<file path="src/rtl/adc_scan_pkg.sv">
// Package: shared sizes and the sequencer state type for the scan block.
// Assumes a 10-bit converter and a byte-wide limit taken from the top bits.
package adc_scan_pkg;
    localparam int RES_W_DEF    = 10;
    localparam int LIM_W_DEF    = 8;
    localparam int CHAN_W_DEF   = 4;
    localparam int N_SLOTS_DEF  = 4;
    localparam int MAX_CODE_DEF = 5;
    localparam int ADDR_W_DEF   = 3;
    localparam int WDATA_W_DEF  = 8;

    typedef enum logic [1:0] {
        ST_IDLE  = 2'd0,
        ST_START = 2'd1,
        ST_WAIT  = 2'd2
    } scan_state_e;
endpackage

</file>
<file path="src/rtl/adc_scan_regs.sv">
// Module: register file for the scan block.
// Holds the channel-select code, the byte limit and one result per slot.
// Assumes results are written only by the sequencer, and only during a scan.
module adc_scan_regs #(
    parameter int CHAN_W  = adc_scan_pkg::CHAN_W_DEF,
    parameter int LIM_W   = adc_scan_pkg::LIM_W_DEF,
    parameter int RES_W   = adc_scan_pkg::RES_W_DEF,
    parameter int N_SLOTS = adc_scan_pkg::N_SLOTS_DEF,
    parameter int ADDR_W  = adc_scan_pkg::ADDR_W_DEF,
    parameter int WDATA_W = adc_scan_pkg::WDATA_W_DEF
) (
    input  logic                       clk,
    input  logic                       rst_n,
    input  logic                       wr_en,
    input  logic [ADDR_W-1:0]          addr,
    input  logic [WDATA_W-1:0]         wdata,
    input  logic                       busy,
    input  logic                       res_we,
    input  logic [$clog2(N_SLOTS)-1:0] res_slot,
    input  logic [RES_W-1:0]           res_data,
    output logic [CHAN_W-1:0]          chan_code,
    output logic [LIM_W-1:0]           limit,
    output logic [RES_W-1:0]           rdata
);
    localparam int CHAN_ADDR = 0;
    localparam int LIM_ADDR  = 1;
    localparam int RES_BASE  = N_SLOTS;

    logic [CHAN_W-1:0] chan_q;
    logic [LIM_W-1:0]  lim_q;
    logic [RES_W-1:0]  res_q [N_SLOTS];

    // Channel-select code: upper write bits dropped, writes blocked while busy.
    always_ff @(posedge clk) begin
        if (!rst_n)
            chan_q <= '0;
        else if (wr_en && addr == ADDR_W'(CHAN_ADDR) && !busy)
            chan_q <= wdata[CHAN_W-1:0];
    end

    // Limit register: resets to all ones, writable at any time.
    always_ff @(posedge clk) begin
        if (!rst_n)
            lim_q <= '1;
        else if (wr_en && addr == ADDR_W'(LIM_ADDR))
            lim_q <= wdata[LIM_W-1:0];
    end

    // One result register per slot.
    for (genvar s = 0; s < N_SLOTS; s++) begin : g_res
        // Slot result capture on the sequencer's write strobe.
        always_ff @(posedge clk) begin
            if (!rst_n)
                res_q[s] <= '0;
            else if (res_we && res_slot == s[$clog2(N_SLOTS)-1:0])
                res_q[s] <= res_data;
        end
    end

    // Read mux over control and result registers.
    always_comb begin
        rdata = '0;
        if (addr == ADDR_W'(CHAN_ADDR))
            rdata = RES_W'(chan_q);
        else if (addr == ADDR_W'(LIM_ADDR))
            rdata = RES_W'(lim_q);
        for (int i = 0; i < N_SLOTS; i++)
            if (addr == ADDR_W'(RES_BASE + i))
                rdata = res_q[i];
    end

    assign chan_code = chan_q;
    assign limit     = lim_q;

    // A code write that lands while a scan runs leaves the code unchanged.
    assert_busy_write_ignored_R10: assert property (@(posedge clk) disable iff (!rst_n)
        (busy && wr_en && addr == ADDR_W'(CHAN_ADDR)) |=> $stable(chan_code));
endmodule

</file>
<file path="src/rtl/adc_scan_fsm.sv">
// Module: scan sequencer.
// Checks a launch for legality, then walks N_SLOTS consecutive channels.
// Each slot gets one start pulse, and the slot ends on the converter's
// result strobe. Assumes the converter answers each start exactly once.
module adc_scan_fsm
    import adc_scan_pkg::*;
#(
    parameter int CHAN_W   = adc_scan_pkg::CHAN_W_DEF,
    parameter int N_SLOTS  = adc_scan_pkg::N_SLOTS_DEF,
    parameter int MAX_CODE = adc_scan_pkg::MAX_CODE_DEF
) (
    input  logic                       clk,
    input  logic                       rst_n,
    input  logic                       go,
    input  logic [CHAN_W-1:0]          code,
    input  logic                       ext_pos,
    input  logic                       ext_neg,
    input  logic                       conv_valid,
    output logic                       conv_start,
    output logic [CHAN_W-1:0]          conv_chan,
    output logic                       busy,
    output logic                       scan_err,
    output logic                       scan_done,
    output logic                       res_we,
    output logic [$clog2(N_SLOTS)-1:0] slot
);
    localparam int SLOT_W = $clog2(N_SLOTS);
    localparam logic [SLOT_W-1:0] LAST_SLOT = SLOT_W'(N_SLOTS - 1);
    localparam int POS_RSV_CH = 0;
    localparam int NEG_RSV_CH = 1;

    scan_state_e       state_q;
    logic [CHAN_W-1:0] base_q;
    logic [SLOT_W-1:0] slot_q;
    logic              err_q;
    logic              done_q;
    logic              launch_ok;

    // Launch legality: the code range, plus the reserved channels in the window.
    always_comb begin
        launch_ok = (code <= CHAN_W'(MAX_CODE));
        if (ext_pos && code <= CHAN_W'(POS_RSV_CH))
            launch_ok = 1'b0;
        if (ext_neg && code <= CHAN_W'(NEG_RSV_CH))
            launch_ok = 1'b0;
    end

    // Sequencer state, slot counter and one-cycle status pulses.
    always_ff @(posedge clk) begin
        if (!rst_n) begin
            state_q <= ST_IDLE;
            base_q  <= '0;
            slot_q  <= '0;
            err_q   <= 1'b0;
            done_q  <= 1'b0;
        end else begin
            err_q  <= 1'b0;
            done_q <= 1'b0;
            case (state_q)
                ST_IDLE: begin
                    if (go) begin
                        if (launch_ok) begin
                            base_q  <= code;
                            slot_q  <= '0;
                            state_q <= ST_START;
                        end else begin
                            err_q <= 1'b1;
                        end
                    end
                end
                ST_START: state_q <= ST_WAIT;
                ST_WAIT: begin
                    if (conv_valid) begin
                        if (slot_q == LAST_SLOT) begin
                            state_q <= ST_IDLE;
                            done_q  <= 1'b1;
                        end else begin
                            slot_q  <= slot_q + 1'b1;
                            state_q <= ST_START;
                        end
                    end
                end
                default: state_q <= ST_IDLE;
            endcase
        end
    end

    assign conv_start = (state_q == ST_START);
    assign conv_chan  = base_q + CHAN_W'(slot_q);
    assign busy       = (state_q != ST_IDLE);
    assign scan_err   = err_q;
    assign scan_done  = done_q;
    assign res_we     = (state_q == ST_WAIT) && conv_valid;
    assign slot       = slot_q;

    // Each start pulse lasts exactly one cycle.
    assert_start_single_R3: assert property (@(posedge clk) disable iff (!rst_n)
        conv_start |=> !conv_start);
    // The channel of a start pulse never leaves the legal window.
    assert_chan_in_window_R3: assert property (@(posedge clk) disable iff (!rst_n)
        conv_start |-> conv_chan <= CHAN_W'(MAX_CODE + N_SLOTS - 1));
    // A launch with an out-of-range code is refused and stays idle.
    assert_bad_code_refused_R4: assert property (@(posedge clk) disable iff (!rst_n)
        (!busy && go && code > CHAN_W'(MAX_CODE)) |=> (scan_err && !busy));
    // A refused launch never comes with a start pulse.
    assert_err_no_start_R5: assert property (@(posedge clk) disable iff (!rst_n)
        scan_err |-> !conv_start);
    // The done pulse is one cycle wide, and the block is idle while it shows.
    assert_done_pulse_R9: assert property (@(posedge clk) disable iff (!rst_n)
        scan_done |-> (!busy ##1 !scan_done));
endmodule

</file>
<file path="src/rtl/adc_scan_cmp.sv">
// Module: limit comparator and interrupt register.
// Compares the top LIM_W result bits with the limit on each accepted result.
// The range select picks the interrupt side. Assumes a combinational result strobe.
module adc_scan_cmp #(
    parameter int RES_W = adc_scan_pkg::RES_W_DEF,
    parameter int LIM_W = adc_scan_pkg::LIM_W_DEF
) (
    input  logic             clk,
    input  logic             rst_n,
    input  logic             res_we,
    input  logic [RES_W-1:0] result,
    input  logic [LIM_W-1:0] limit,
    input  logic             range_sel,
    output logic             irq
);
    logic [LIM_W-1:0] upper;
    logic             hit;
    logic             irq_q;

    // Interrupt condition on the top result bits.
    always_comb begin
        upper = result[RES_W-1 -: LIM_W];
        hit   = range_sel ? (upper > limit) : (upper <= limit);
    end

    // Register the interrupt for a single cycle per accepted result.
    always_ff @(posedge clk) begin
        if (!rst_n)
            irq_q <= 1'b0;
        else
            irq_q <= res_we && hit;
    end

    assign irq = irq_q;

    // An interrupt only ever follows an accepted result.
    assert_irq_after_result_R9: assert property (@(posedge clk) disable iff (!rst_n)
        irq |-> $past(res_we));
    // With the limit at its top value and range_sel low, every result interrupts.
    assert_full_limit_fires_R7: assert property (@(posedge clk) disable iff (!rst_n)
        (res_we && !range_sel && limit == '1) |=> irq);
endmodule

</file>
<file path="src/rtl/adc_scan_seq.sv">
// Module: top of the scan sequencer with the upper-limit interrupt filter.
// Joins the register file, the sequencer and the comparator.
// Assumes the converter holds its result valid for one cycle per start.
module adc_scan_seq #(
    parameter int RES_W    = adc_scan_pkg::RES_W_DEF,
    parameter int LIM_W    = adc_scan_pkg::LIM_W_DEF,
    parameter int CHAN_W   = adc_scan_pkg::CHAN_W_DEF,
    parameter int N_SLOTS  = adc_scan_pkg::N_SLOTS_DEF,
    parameter int MAX_CODE = adc_scan_pkg::MAX_CODE_DEF,
    parameter int ADDR_W   = adc_scan_pkg::ADDR_W_DEF,
    parameter int WDATA_W  = adc_scan_pkg::WDATA_W_DEF
) (
    input  logic               clk,
    input  logic               rst_n,
    input  logic               reg_wr,
    input  logic [ADDR_W-1:0]  reg_addr,
    input  logic [WDATA_W-1:0] reg_wdata,
    output logic [RES_W-1:0]   reg_rdata,
    input  logic               scan_go,
    input  logic               range_sel,
    input  logic               ext_pos_ref,
    input  logic               ext_neg_ref,
    output logic [CHAN_W-1:0]  conv_chan,
    output logic               conv_start,
    input  logic               conv_valid,
    input  logic [RES_W-1:0]   conv_result,
    output logic               irq,
    output logic               scan_done,
    output logic               scan_err,
    output logic               busy
);
    localparam int SLOT_W = $clog2(N_SLOTS);

    logic [CHAN_W-1:0] chan_code;
    logic [LIM_W-1:0]  limit;
    logic              res_we;
    logic [SLOT_W-1:0] slot;

    adc_scan_regs #(
        .CHAN_W(CHAN_W), .LIM_W(LIM_W), .RES_W(RES_W),
        .N_SLOTS(N_SLOTS), .ADDR_W(ADDR_W), .WDATA_W(WDATA_W)
    ) i_regs (
        .clk(clk), .rst_n(rst_n),
        .wr_en(reg_wr), .addr(reg_addr), .wdata(reg_wdata),
        .busy(busy),
        .res_we(res_we), .res_slot(slot), .res_data(conv_result),
        .chan_code(chan_code), .limit(limit), .rdata(reg_rdata)
    );

    adc_scan_fsm #(
        .CHAN_W(CHAN_W), .N_SLOTS(N_SLOTS), .MAX_CODE(MAX_CODE)
    ) i_fsm (
        .clk(clk), .rst_n(rst_n),
        .go(scan_go), .code(chan_code),
        .ext_pos(ext_pos_ref), .ext_neg(ext_neg_ref),
        .conv_valid(conv_valid),
        .conv_start(conv_start), .conv_chan(conv_chan),
        .busy(busy), .scan_err(scan_err), .scan_done(scan_done),
        .res_we(res_we), .slot(slot)
    );

    adc_scan_cmp #(
        .RES_W(RES_W), .LIM_W(LIM_W)
    ) i_cmp (
        .clk(clk), .rst_n(rst_n),
        .res_we(res_we), .result(conv_result),
        .limit(limit), .range_sel(range_sel),
        .irq(irq)
    );
endmodule

</file>
<file path="config.mk">
export PLATFORM = sky130hd
export DESIGN_NAME = adc_scan_seq
export DESIGN_NICKNAME = d
export VERILOG_FILES = /design/src/rtl/adc_scan_pkg.sv /design/src/rtl/adc_scan_regs.sv /design/src/rtl/adc_scan_fsm.sv /design/src/rtl/adc_scan_cmp.sv /design/src/rtl/adc_scan_seq.sv
export SDC_FILE = /design/constraint.sdc
export NUM_CORES = 1
export LEC_CHECK = 0
export BUFFER_PORTS_ARGS = -buffer_cell sky130_fd_sc_hd__clkbuf_2
export CAP_MARGIN = 20
export CELL_PAD_IN_SITES_DETAIL_PLACEMENT = 0
export CELL_PAD_IN_SITES_GLOBAL_PLACEMENT = 1
export CORE_ASPECT_RATIO = 1.2
export CORE_MARGIN = 8
export CORE_UTILIZATION = 49
export CTS_CLUSTER_SIZE = 28
export DETAILED_ROUTE_END_ITERATION = 8
export GPL_ROUTABILITY_DRIVEN = 0
export GPL_TIMING_DRIVEN = 1
export PLACE_DENSITY = 0.91
export SETUP_SLACK_MARGIN = 0.4
export SLEW_MARGIN = 0
export SYNTH_ARGS = -nofsm -noshare
export SYNTH_HDL_FRONTEND = slang
export SYNTH_HIERARCHICAL = 1
export SYNTH_SLANG_ARGS = --single-unit
</file>
<file path="constraint.sdc">
create_clock -name clk -period 3 [get_ports clk]
set_clock_uncertainty 0.2 [all_clocks]
set_input_delay 0.6 -clock clk [delete_from_list [all_inputs] [get_ports clk]]
set_output_delay 0.6 -clock clk [all_outputs]
set_load 0.05 [all_outputs]
</file>
==> flow_summary.yaml, run 1 <==
floorplanning:
  die_w_um: 90.85
  ios: 48
  core_um2: 6486
  num_rows: 32
  initial_core_util_pct: 50.79
  die_y_um: 105.8
  fp.dieArea_um2: 9614
min_path:
  worst_hold_path_type: "register to register"
  timing.hold.worst.start: "i_fsm/base_q[3]$_SDFFE_PN0P_"
logic_synthesis:
  synth_top_family_by_area: "simple AND/OR/NAND/NOR gates"
  synth.top_cells.by_area: "edfxtp_1, dfxtp_1, and2_1"
  synthCells: 289
  ys_seq_elements: 63
  muxShareOfSynthArea_pct: 10.86
  synth_warnings: 6
  yosysSeqAreaShare_pct: 50.44
  syn_area_um2: 3294
  postSynthAreaPerCell_um2: 11.40
  synthAdderAreaFrac_pct: 4.785
  synth_top_area_cell: "edfxtp_1"
  synth_edf_count: 40
  synthesis.nets: 330
  async_flop_share_pct: 0
  netlist.area_leader.share_pct: 36.46
  synth_compound_area_share_pct: 9.191
  synth_ff_type: "edfxtp_1"
  synth.distinct_cells: 46
  synthXorXnorAreaFrac_pct: 0.5317
  synthSimpleGateAreaFrac_pct: 19.07
timing:
  fin_tns_setup_ns: 0
  slew_headroom_pct: 51.34
  fin_crit_ns: 2.554
  finalSetupViolCount: 0
  fmax_mhz: 391.5
  finalCritPeriodShare_pct: 85.15
  finalHoldViolCount: 0
  finalMaxSlewViolations: 0
  finalWorstSetupSlack_ns: 0.4456
  rsz0062_at_grt: "no"
  tightest_slew_ns: 0.7272
clock_tree:
  insertion_delay_ns: 0.33
  hold_buffers: 0
  cts_tree: "done"
  cts_buffer_depth: 2
  path_clk_slew_ns: 0.06
  clock_sinks: 63
  cts_made_buffers: 9
  h-tree-depth: 3
  post_cts_buffers: 0
  clk_root_buffer_cell: "clkbuf_8"
detailed_routing:
  vias_per_cell: 5.293
  wire_per_inst_um: 16.61
  drt_iter0_markers: 105
  routed-via-count: 2292
  ant_nets: 0
  drtPass1Iterations: 4
  routed_wl_um: 7190
  drc: 0
final_layout:
  fin_util_pct: 58.93
  design_area_um2: 3822
  multiInputGateArea_um2: 1484
  fillers: 558
  nNetsFinal: 384
  antenna_cells: 0
  layout-drive-gt1-share_pct: 27.30
  seqCellArea_um2: 1667
  area_growth_syn_to_layout_pct: 16.03
run_status:
  status: "finished clean"
placed_design:
  pre_cts_slack_ns: 0.2679
  io_buffers: 47
  placed_area_um2: 3595
  hpwl_um: 5310
grt:
  grt_usage_pct: 15.43
  grt_start_max_net_pins: 34
  grt_pass1_wl_um: 11650
  gr-total-overflow: 0
  antenna_found_initial: 0
  grt_pass1_vias: 2370
worst_setup_path:
  critical_path_arrival_ns: 1.75
  required_ns: 2.20
  crit_type: "input pin to output pin"
  critPathLaunchType: "input pin"
  timing.rr.start: "i_fsm/state_q[0]$_SDFFE_PN0P_"
  startpoint: "reg_addr[2]"
  worst_setup_path_end_kind: "output pin"
  cp_max_fo: 14
pwr:
  power.leakage_nw: 1.636
  ir_drop_v: 0.0003389
  p_per_area_nw_per_um2: 489.3
flow_run:
  maxCapViolCount: 0
-- sequential cells by signal, indices dropped and copies added (netlist names) --
signal,flops
i_cmp/irq,1
i_regs/limit,8
i_fsm/scan_err,1
i_regs/chan_code,4
i_fsm/state_q,2
i_fsm/base_q,4
i_fsm/scan_done,1
i_fsm/slot,2
i_regs/res_q,40
-- synth_stat cells, types with 2 or more instances --
library cell	count
and3_1	2
clkbuf_1	3
a21oi_1	12
xnor2_1	2
o31ai_1	2
dfxtp_1	23
inv_1	16
buf_4	4
nand3b_1	2
nand3_1	3
mux2_2	6
nand2b_1	2
mux4_2	2
o21ai_0	12
nand2_1	30
nor2_1	7
buf_6	6
ha_1	11
nand4_1	3
o21ai_2	2
a2bb2oi_1	4
nor2b_1	3
o21a_1	2
a211o_1	4
and2_1	42
a221oi_1	3
edfxtp_1	40
mux2i_1	23
-- repair_timing --
action,in CTS,in global routing
setup endpoints to repair,10,10
pin swaps,0,1
resized for setup,6,18
-- area by class of cell --
class	instances	area share, %
Tap cell	85	2.782
Timing Repair Buffer	56	8.543
Clock buffer	10	3.339
Multi-Input combinational cell	197	38.82
Sequential cell	63	43.60
Clock inverter	6	1.342
Inverter	16	1.571
-- worst max-delay path, cell delays in order --
cell       delay, ns
buf_4           0.18
buf_4           0.18
mux2i_1         0.28
a2bb2oi_2       0.22
o21ai_1         0.07
buf_2           0.22
-- layout by cell type (no fill, tap or decap), types with 2 or more instances in the layout --
cell type  instances
a2bb2oi_1          3
o21ai_0            8
edfxtp_1          40
o21ai_1            4
clkinv_1           3
nand4_1            3
nor2b_1            3
clkbuf_2          37
a21oi_1           12
o21a_1             2
o21ai_2            2
buf_2              3
nand3_1            3
clkbuf_8          10
and2b_2            2
o31ai_1            2
buf_4             12
a211o_1            4
inv_1             16
dfxtp_1           21
xnor2_1            2
and2_1            42
nand3b_1           2
clkbuf_4           3
nand2b_1           2
and3_1             2
mux2_2             6
ha_1              10
nand2_1           30
mux2i_1           23
mux4_2             2
nor2_1             7
clkinv_2           2
a221oi_1           3
-- report_power, final --
| group | switching, W | internal (W) | total, W |
|---|---|---|---|
| registers | 0.0000119 | 0.000944 | 0.000956 |
| clock network | 0.000304 | 0.000372 | 0.000677 |
| logic | 0.000151 | 0.0000864 | 0.000238 |
| total | 0.000467 | 0.00140 | 0.00187 |
-- path summary, 6_finish.rpt --
path / end / slack (ns) / cells after the start
setup reg to reg: i_regs/res_q[1][1]$_SDFFCE_PN0P_ / 1.10 / 4
hold / removal: i_fsm/base_q[3]$_SDFFE_PN0P_ / 0.24 / 2
hold reg to reg: i_fsm/base_q[3]$_SDFFE_PN0P_ / 0.24 / 2
setup / recovery: reg_rdata[2] / 0.45 / 6
-- logic make-up (layout without fill, tap and decap cells) --
kind of cell | after synthesis | count (layout)
simple gates | 106 | 106
flops | 63 | 63
compound gates | 45 | 45
buf+inv | 29 | 88
mux | 32 | 32
fa+ha+maj | 12 | 12
xor+xnor | 2 | 2
-- through the flow --
step / std cells / hold slack [ns] / total power (W)
floorplan: 289 / 0.2222 / 0.001141
global placement: 417 / 0.2338 / 0.001204
detailed placement: 417 / 0.2362 / 0.001209
CTS: 433 / 0.2458 / 0.001883
global route: 433 / 0.2652 / 0.001942
finish: 433 / 0.2420 / 0.001870
-- layer usage --
layer	vias to the layer above	share of wire, %	GRT usage (%)
li1	1130	-	-
met1	1090	41	16.89
met2	61	51	27.30
met3	11	5.6	5.110
met4	0	2.3	5.393
met5	-	0	0
(Power assumes the default switching activity.)
==> run 2: changes to the inputs <==
BUFFER_PORTS_ARGS = default   (was -buffer_cell sky130_fd_sc_hd__clkbuf_2)
DONT_BUFFER_PORTS = 1   (was default)
PLACE_DENSITY = 0.83   (was 0.91)
==> run 2 against run 1 <==
Largest cell class unchanged. Via count fell by 8.5%. Global-route usage down 0.40 points. Sequential power is 0.4% higher.
==> flow_summary.yaml, run 2 (synthesized netlist as in run 1, its figures left out) <==
timing:
  rsz0062_at_grt: "no"
  fin_crit_ns: 2.516
  finalMaxSlewViolations: 0
  tightest_slew_ns: 0.7780
  finalCritPeriodShare_pct: 83.86
  fin_tns_setup_ns: 0
  finalHoldViolCount: 0
  slew_headroom_pct: 47.94
  finalSetupViolCount: 0
  fmax_mhz: 397.5
floorplanning:
  fp.dieArea_um2: 9614
  initial_core_util_pct: 50.79
  ios: 48
  die_w_um: 90.85
  die_y_um: 105.8
  num_rows: 32
  core_um2: 6486
clock_tree:
  cts_buffer_depth: 2
  cts_tree: "done"
  clk_root_buffer_cell: "clkbuf_8"
  clock_sinks: 63
  cts_made_buffers: 9
  insertion_delay_ns: 0.34
  hold_buffers: 0
  path_clk_slew_ns: 0.07
  h-tree-depth: 3
run_status:
  status: "finished clean"
final_layout:
  layout-drive-gt1-share_pct: 16.72
  largest_register_ffs: 40
  nNetsFinal: 341
  layout_commonest_cell: "and2_1"
  antenna_cells: 0
  final_cell_mix: "and2_1, edfxtp_1, nand2_1, mux2i_1, dfxtp_1"
  top_register: "i_regs/res_q"
  design_area_um2: 3618
  fillers: 569
  area_growth_syn_to_layout_pct: 9.837
detailed_routing:
  routed-via-count: 2097
  wire_per_inst_um: 17.91
  drc: 0
  vias_per_cell: 5.377
  routed_wl_um: 6986
  drtPass1Iterations: 6
  ant_nets: 0
  drt_iter0_markers: 108
worst_setup_path:
  cp_max_fo: 6
  critPathLaunchType: "register"
  critical_path_arrival_ns: 1.72
  crit_type: "register to output pin"
  startpoint: "i_fsm/slot[0]$_SDFFE_PN0P_"
  required_ns: 2.20
  timing.rr.start: "i_fsm/state_q[0]$_SDFFE_PN0P_"
  worst_setup_path_end_kind: "output pin"
placed_design:
  io_buffers: 0
  hpwl_um: 4919
  placed_area_um2: 3390
grt:
  grt_pass1_vias: 2166
  grt_start_max_net_pins: 40
  antenna_found_initial: 0
  grt_pass1_wl_um: 11060
  gr-total-overflow: 0
  grt_usage_pct: 15.03
flow_run:
  maxCapViolCount: 0
pwr:
  ir_drop_v: 0.0002746
  p_per_area_nw_per_um2: 539.1
  power.leakage_nw: 1.462
min_path:
  worst_hold_path_type: "input pin to register"
  timing.hold.worst.start: "rst_n"
[run 2: changes by cell type in the layout (fill, tap and decap cells not counted), moves of 2 or more]
cell	change
clkbuf_2	-37
buf_2	-3
clkbuf_4	-3
clkinv_2	-2
[run 2: final timing paths]
kind | to | slack (ns) | depth (start not counted)
max | conv_chan[1] | 0.48 | 4
min | i_regs/limit[2]$_SDFFE_PN1P_ | 0.13 | 1
max reg2reg | i_regs/res_q[0][5]$_SDFFCE_PN0P_ | 1.08 | 4
min reg2reg | i_fsm/base_q[3]$_SDFFE_PN0P_ | 0.24 | 2
[run 2: metrics by stage]
stage,total power [W],util (%),cells,hold WS (ns),setup slack [ns]
2_1_floorplan,0.001141,-,289,0.2222,0.3473
3_3_place_gp,0.001152,52.26,374,0.2322,0.7889
3_5_place_dp,0.001155,52.26,374,0.2362,0.7443
4_1_cts,0.001975,55.69,390,0.1043,0.4206
5_1_grt,0.002016,55.79,390,0.1102,0.3817
6_report,0.001951,55.79,390,0.1284,0.4841
[run 2: worst max-delay path, stage by stage (launching register included)]
cell and delay, ns:
dfxtp_2 0.36, ha_1 0.18, inv_1 0.06, fa_1 0.53, clkinvlp_4 0.25
[run 2: area by class of cell]
cell class	instances	area [um2]	area share (%)
sequential	63	1664	45.99
clock buffer	12	155.1	4.288
inverter	16	63.81	1.763
clock inverter	4	67.56	1.867
tap	85	106.4	2.939
multi-input combinational	197	1464	40.46
timing repair buffer	13	97.59	2.697
[run 2: layer usage]
metal  up-vias  global-route usage [%]  part of all wire [%]
li1       1041                       -                     -
met1      1001                   16.62                    43
met2        51                   24.90                    51
met3         4                   5.252                   5.2
met4         0                   8.206                  0.93
met5         -                       0                     0
[run 2: repair_timing]
action | 4_1_cts | 5_1_grt
gates resized for setup | 0 | 3
endpoints found under the setup margin | 0 | 2
setup buffers | 0 | 0
endpoints found under the hold margin | 0 | 0
[run 2: where the power goes]
group | switching, W | internal [W] | leakage [nW]
sequential | 0.0000151 | 0.000945 | 0.600
combinational | 0.000107 | 0.0000678 | 0.750
clock | 0.000308 | 0.000508 | 0.112
